File: src/rtl/boolbr_pkg.sv
package boolbr_pkg;
   typedef enum logic {
      SENSE_FALSE = 1'b0,
      SENSE_TRUE  = 1'b1
   } br_sense_e;

   typedef enum int {
      SEL_MUX_TREE = 0,
      SEL_ONE_HOT  = 1
   } sel_style_e;

   function automatic bit is_pow2(input int v);
      return (v >= 2) && ((v & (v - 1)) == 0);
   endfunction
endpackage

File: src/rtl/bool_regfile.sv
module bool_regfile #(
   parameter int NUM_BREGS = 8,
   localparam int IDX_W = $clog2(NUM_BREGS)
) (
   input  logic                 clk,
   input  logic                 rst_n,
   input  logic                 cmp_en,
   input  logic [IDX_W-1:0]     cmp_idx,
   input  logic                 cmp_val,
   input  logic                 ld_en,
   input  logic [NUM_BREGS-1:0] ld_val,
   output logic [NUM_BREGS-1:0] q
);
   for (genvar k = 0; k < NUM_BREGS; k++) begin : g_bit
      logic hit;
      assign hit = cmp_en && (cmp_idx == IDX_W'(k));
      always_ff @(posedge clk) begin
         if (!rst_n)
            q[k] <= 1'b0;
         else if (hit)
            q[k] <= cmp_val;
         else if (ld_en)
            q[k] <= ld_val[k];
      end
   end
endmodule

File: src/rtl/bool_bypass.sv
module bool_bypass #(
   parameter int NUM_BREGS = 8,
   localparam int IDX_W = $clog2(NUM_BREGS)
) (
   input  logic [NUM_BREGS-1:0] q,
   input  logic                 cmp_en,
   input  logic [IDX_W-1:0]     cmp_idx,
   input  logic                 cmp_val,
   input  logic                 ld_en,
   input  logic [NUM_BREGS-1:0] ld_val,
   output logic [NUM_BREGS-1:0] view
);
   for (genvar k = 0; k < NUM_BREGS; k++) begin : g_bit
      always_comb begin
         if (cmp_en && (cmp_idx == IDX_W'(k)))
            view[k] = cmp_val;
         else if (ld_en)
            view[k] = ld_val[k];
         else
            view[k] = q[k];
      end
   end
endmodule

File: src/rtl/bool_select.sv
module bool_select #(
   parameter int NUM_BREGS = 8,
   parameter int SEL_STYLE = 0,
   localparam int IDX_W = $clog2(NUM_BREGS)
) (
   input  logic [NUM_BREGS-1:0] view,
   input  logic [IDX_W-1:0]     idx,
   output logic                 bit_out
);
   if (SEL_STYLE == boolbr_pkg::SEL_ONE_HOT) begin : g_onehot
      logic [NUM_BREGS-1:0] dec;
      for (genvar k = 0; k < NUM_BREGS; k++) begin : g_dec
         assign dec[k] = (idx == IDX_W'(k));
      end
      assign bit_out = |(dec & view);
   end else begin : g_tree
      for (genvar l = 0; l < IDX_W; l++) begin : g_lvl
         localparam int W = NUM_BREGS >> (l + 1);
         logic [W-1:0] node;
         for (genvar j = 0; j < W; j++) begin : g_node
            if (l == 0) begin : g_leaf
               assign node[j] = idx[0] ? view[2*j+1] : view[2*j];
            end else begin : g_inner
               assign node[j] = idx[l] ? g_lvl[l-1].node[2*j+1]
                                       : g_lvl[l-1].node[2*j];
            end
         end
      end
      assign bit_out = g_lvl[IDX_W-1].node[0];
   end
endmodule

File: src/rtl/branch_resolve.sv
module branch_resolve #(
   parameter int PC_W = 32
) (
   input  logic            cond_bit,
   input  logic            br_valid,
   input  logic            br_sense,
   input  logic [PC_W-1:0] seq_pc,
   input  logic [PC_W-1:0] tgt_pc,
   output logic            br_taken,
   output logic [PC_W-1:0] next_pc
);
   always_comb begin
      br_taken = br_valid && (cond_bit == br_sense);
      next_pc  = br_taken ? tgt_pc : seq_pc;
   end
endmodule

File: src/rtl/boolbr_resolver.sv
module boolbr_resolver #(
   parameter int NUM_BREGS = 8,
   parameter int PC_W      = 32,
   parameter int SEL_STYLE = 0,
   localparam int IDX_W = $clog2(NUM_BREGS)
) (
   input  logic                 clk,
   input  logic                 rst_n,
   input  logic                 cmp_wr_en,
   input  logic [IDX_W-1:0]     cmp_wr_idx,
   input  logic                 cmp_result,
   input  logic                 ld_wr_en,
   input  logic [NUM_BREGS-1:0] ld_byte,
   input  logic                 br_valid,
   input  logic [IDX_W-1:0]     br_idx,
   input  logic                 br_sense,
   input  logic [PC_W-1:0]      seq_pc,
   input  logic [PC_W-1:0]      tgt_pc,
   output logic [NUM_BREGS-1:0] st_byte,
   output logic                 br_taken,
   output logic [PC_W-1:0]      next_pc
);
   if (!boolbr_pkg::is_pow2(NUM_BREGS)) begin : g_bad_count
      $error("NUM_BREGS must be a power of two of at least 2");
   end
   if (PC_W < 2) begin : g_bad_pc
      $error("PC_W must be at least 2");
   end
   if (SEL_STYLE != boolbr_pkg::SEL_MUX_TREE &&
       SEL_STYLE != boolbr_pkg::SEL_ONE_HOT) begin : g_bad_style
      $error("SEL_STYLE must be 0 (mux tree) or 1 (one-hot)");
   end

   logic [NUM_BREGS-1:0] regs_q;
   logic [NUM_BREGS-1:0] fwd_view;
   logic                 sel_bit;

   bool_regfile #(.NUM_BREGS(NUM_BREGS)) u_regs (
      .clk    (clk),
      .rst_n  (rst_n),
      .cmp_en (cmp_wr_en),
      .cmp_idx(cmp_wr_idx),
      .cmp_val(cmp_result),
      .ld_en  (ld_wr_en),
      .ld_val (ld_byte),
      .q      (regs_q)
   );

   bool_bypass #(.NUM_BREGS(NUM_BREGS)) u_bypass (
      .q      (regs_q),
      .cmp_en (cmp_wr_en),
      .cmp_idx(cmp_wr_idx),
      .cmp_val(cmp_result),
      .ld_en  (ld_wr_en),
      .ld_val (ld_byte),
      .view   (fwd_view)
   );

   bool_select #(.NUM_BREGS(NUM_BREGS), .SEL_STYLE(SEL_STYLE)) u_sel (
      .view   (fwd_view),
      .idx    (br_idx),
      .bit_out(sel_bit)
   );

   branch_resolve #(.PC_W(PC_W)) u_resolve (
      .cond_bit(sel_bit),
      .br_valid(br_valid),
      .br_sense(br_sense),
      .seq_pc  (seq_pc),
      .tgt_pc  (tgt_pc),
      .br_taken(br_taken),
      .next_pc (next_pc)
   );

   assign st_byte = fwd_view;
endmodule

File: config.mk
export PLATFORM = sky130hd
export DESIGN_NAME = boolbr_resolver
export DESIGN_NICKNAME = d
export VERILOG_FILES = /design/src/rtl/boolbr_pkg.sv /design/src/rtl/bool_regfile.sv /design/src/rtl/bool_bypass.sv /design/src/rtl/bool_select.sv /design/src/rtl/branch_resolve.sv /design/src/rtl/boolbr_resolver.sv
export SDC_FILE = /design/constraint.sdc
export NUM_CORES = 1
export LEC_CHECK = 0
export ABC_AREA = 1
export BUFFER_PORTS_ARGS = -buffer_cell sky130_fd_sc_hd__buf_4
export CAP_MARGIN = 10
export CORE_MARGIN = 2
export CORE_UTILIZATION = 38
export CTS_CLUSTER_DIAMETER = 200
export DETAILED_ROUTE_END_ITERATION = 6
export PLACE_DENSITY = 0.87
export SYNTH_ARGS = -nofsm -noshare
export SYNTH_HDL_FRONTEND = slang
export SYNTH_SLANG_ARGS = --single-unit
File: constraint.sdc
create_clock -name clk -period 2.6 [get_ports clk]
set_clock_uncertainty 0.15 [all_clocks]
set_input_delay 0.13 -clock clk [delete_from_list [all_inputs] [get_ports clk]]
set_output_delay 0.13 -clock clk [all_outputs]
set_load 0.02 [all_outputs]
==> impl_metrics.toml <==
[worst_setup_path]
path_depth = 11
worst-path-buf-inv = 2
worstPathRequired_ns = 2.32
cp-start-kind = "flop"
crit_top_cell = "nand2_1"
endpoint_kind = "output pin"
cp-endpoint = "next_pc[31]"
cp_max_fo = 32
critPathKind = "flop to output pin"
crit_chain = "o21ai_0 > nand2_1 > nand3_1 > nand3_1 > nand3_2 > nand2_1 > nand2_2 > buf_4 > nand4_1 > nand2_1 > buf_4"
crit_family = "simple AND/OR/NAND/NOR gates"
crit_start = "u_regs.q[1]"
r2r_end = "u_regs.q[1]"
crit_arrival_ns = 1.97
reg2reg_depth = 4
r2r_slack_ns = 1.58
cp_slowest_cell = "buf_4"
slowest_delay_ns = 0.31
r2r_start = "u_regs.q[1]"

[floorplan]
io_pins = 126
die_h_um = 59.6
core-area_um2 = 3000
dieArea_um2 = 3550
row_count = 20
initial_core_util_pct = 39.1
die_w_um = 59.6

[synth]
seq_area_frac_synth_pct = 13.6
syn_inst = 235
syn_avg_cell_area_um2 = 5.00
synth_nets = 320
muxShareOfSynthArea_pct = 0
synth_top_family_by_area = "simple AND/OR/NAND/NOR gates"
yosys.area_share.adder_pct = 0
synth_simple_gate_area_share_pct = 67.7
synth_area_um2 = 1170
synth_seq_cells = 8
synth_xor_area_share_pct = 0
ys_warn_count = 0
synth_compound_area_share_pct = 1.70
yosysUniqueCellTypes = 14

[cells_and_area]
layout-drive-gt1-share_pct = 39.0
syn2layout_area_growth_pct = 80.8
n_antenna_cell = 0
regMostFlops = "u_regs.q"
final_cell_area_um2 = 2120
reg_top3 = "u_regs.q x8"
fin_nets = 438
largest_register_ffs = 8
utilization_pct = 70.8

[placement]
dp_slack_ns = 0.322
numPortBuffers = 125
gp_congestion = 0.852
hpwlAfterDp_mm = 3.62
place_area_um2 = 2090

[routing]
drc = 0
postRouteAntennaNets = 0
via_count = 1910
wl_per_cell_um = 11.8
vias_per_cell = 4.97
dr.pass1.iters = 4
drt-total-wl_mm = 4.53
drt_first_iter_violations = 130

[clock_tree]
cts_max_path_buffers = 2
cts_max_level = 1
numCtsBuffers = 3
clkLatencyLatePin_ns = 0.26
cts_num_sinks = 8
root_buffer = "clkbuf_4"
cts_tree = "done"
clkTransAtPathRegs_ns = 0.05

[power_and_ir_drop]
p_per_area_nw_per_um2 = 342
peakVddDrop_v = 0.000326
p_leak_nw = 1.34

[worst_hold_path]
hp-class = "input port to flop"

[timing]
setup_violations = 0
max_slew_margin_pct = 76.6
worst_pin_slew_ns = 0.351
fmax_ghz = 0.444
post-route-period-util_pct = 86.7
final_hold_viol_count = 0
min_period_ns = 2.25
fin_ws_ns = 0.347
final-max-slew-violation-count = 0
fin_setup_tns_ns = 0
grt_setup_unrepaired = "no"

[global_route]
grtUsageTotal_pct = 24.1
grt_overflow = 0
antenna_found_initial = 0
grt_pass1_vias = 1586
grt_max_degree = 34
grt_pass1_wl_mm = 6.70

[run]
maxCapViolations = 0

[outcome]
status = "finished, final reports clean"
-- metrics by stage --
step	power (mW)	std cells	hold WS [ns]
floorplan	0.403	235	0.189
global placement	0.629	381	0.327
detailed placement	0.633	381	0.336
CTS	0.729	384	0.0695
global route	0.783	384	0.0945
finish	0.728	384	0.0740
-- cell families after synthesis --
logic type	count (synthesis)
DFF	8
AOI/OAI and AO/OA	4
and+or+nand+nor	176
buffers and inverters	47
-- worst min path at each step --
stage / slack [ns] / startpoint / depth (start not counted) / to
floorplan: 0.19 / rst_n / 2 / u_regs.q[0]
global placement: 0.33 / rst_n / 3 / u_regs.q[5]
detailed placement: 0.34 / rst_n / 3 / u_regs.q[6]
CTS: 0.07 / rst_n / 3 / u_regs.q[0]
global route: 0.09 / rst_n / 3 / u_regs.q[1]
finish: 0.07 / rst_n / 3 / u_regs.q[0]
-- routing by layer --
| layer | up-vias | global-route usage, % | wire [um] |
|---|---|---|---|
| met5 | - | 0 | 0 |
| met4 | 0 | 9.52 | 123 |
| met3 | 15 | 6.11 | 355 |
| met2 | 75 | 42.4 | 2270 |
| met1 | 831 | 27.7 | 1770 |
| li1 | 989 | - | - |
-- cells in the final DEF (no fill, tap or decap), drive strengths merged --
cell	synthesis	final
inv	33	33
dfxtp	8	8
buf	10	127
nand2	108	108
o21ai	4	4
nand4	32	32
nand3	24	24
nor2	12	12
clkbuf	4	3
-- timing repair --
item / 4_1_cts / 5_1_grt
setup buffers: 0 / 0
hold buffers: 0 / 0
resized for setup: 0 / 1
hold endpoints to repair: 0 / 0
endpoints found under the setup margin: 0 / 3
-- where the power goes --
group	internal, mW	leakage (nW)	switching, mW
clock	0.0528	0.0138	0.0416
sequential	0.133	0.0666	0.00206
combinational	0.226	1.26	0.273
-- cell type report --
| class | count | area [um^2] |
|---|---|---|
| clock buffers | 3 | 22.5 |
| multi-input cells | 180 | 823 |
| flip-flops and latches | 8 | 160 |
| inverters | 33 | 124 |
| repair buffers | 127 | 953 |
| well taps | 33 | 41.3 |
| fillers | 293 | 878 |
-- cell usage after synthesis --
master | number | area (um^2)
clkbuf_1 | 4 | 15.0
nand2_2 | 1 | 6.26
nand2_1 | 107 | 402
nor2_1 | 11 | 41.3
inv_1 | 32 | 120
buf_4 | 4 | 30.0
nand3_1 | 20 | 100
nor2_2 | 1 | 6.26
o21ai_0 | 4 | 20.0
inv_2 | 1 | 3.75
nand3_2 | 4 | 40.0
dfxtp_1 | 8 | 160
buf_2 | 6 | 30.0
nand4_1 | 32 | 200
-- worst reg2reg max path, cell delays in order (launching register included) --
cell and delay (ns):
dfxtp_1 0.29, o21ai_0 0.20, nand2_1 0.11, nand2_1 0.11, nor2_1 0.05
No activity file was read; power rests on OpenSTA's default activity.
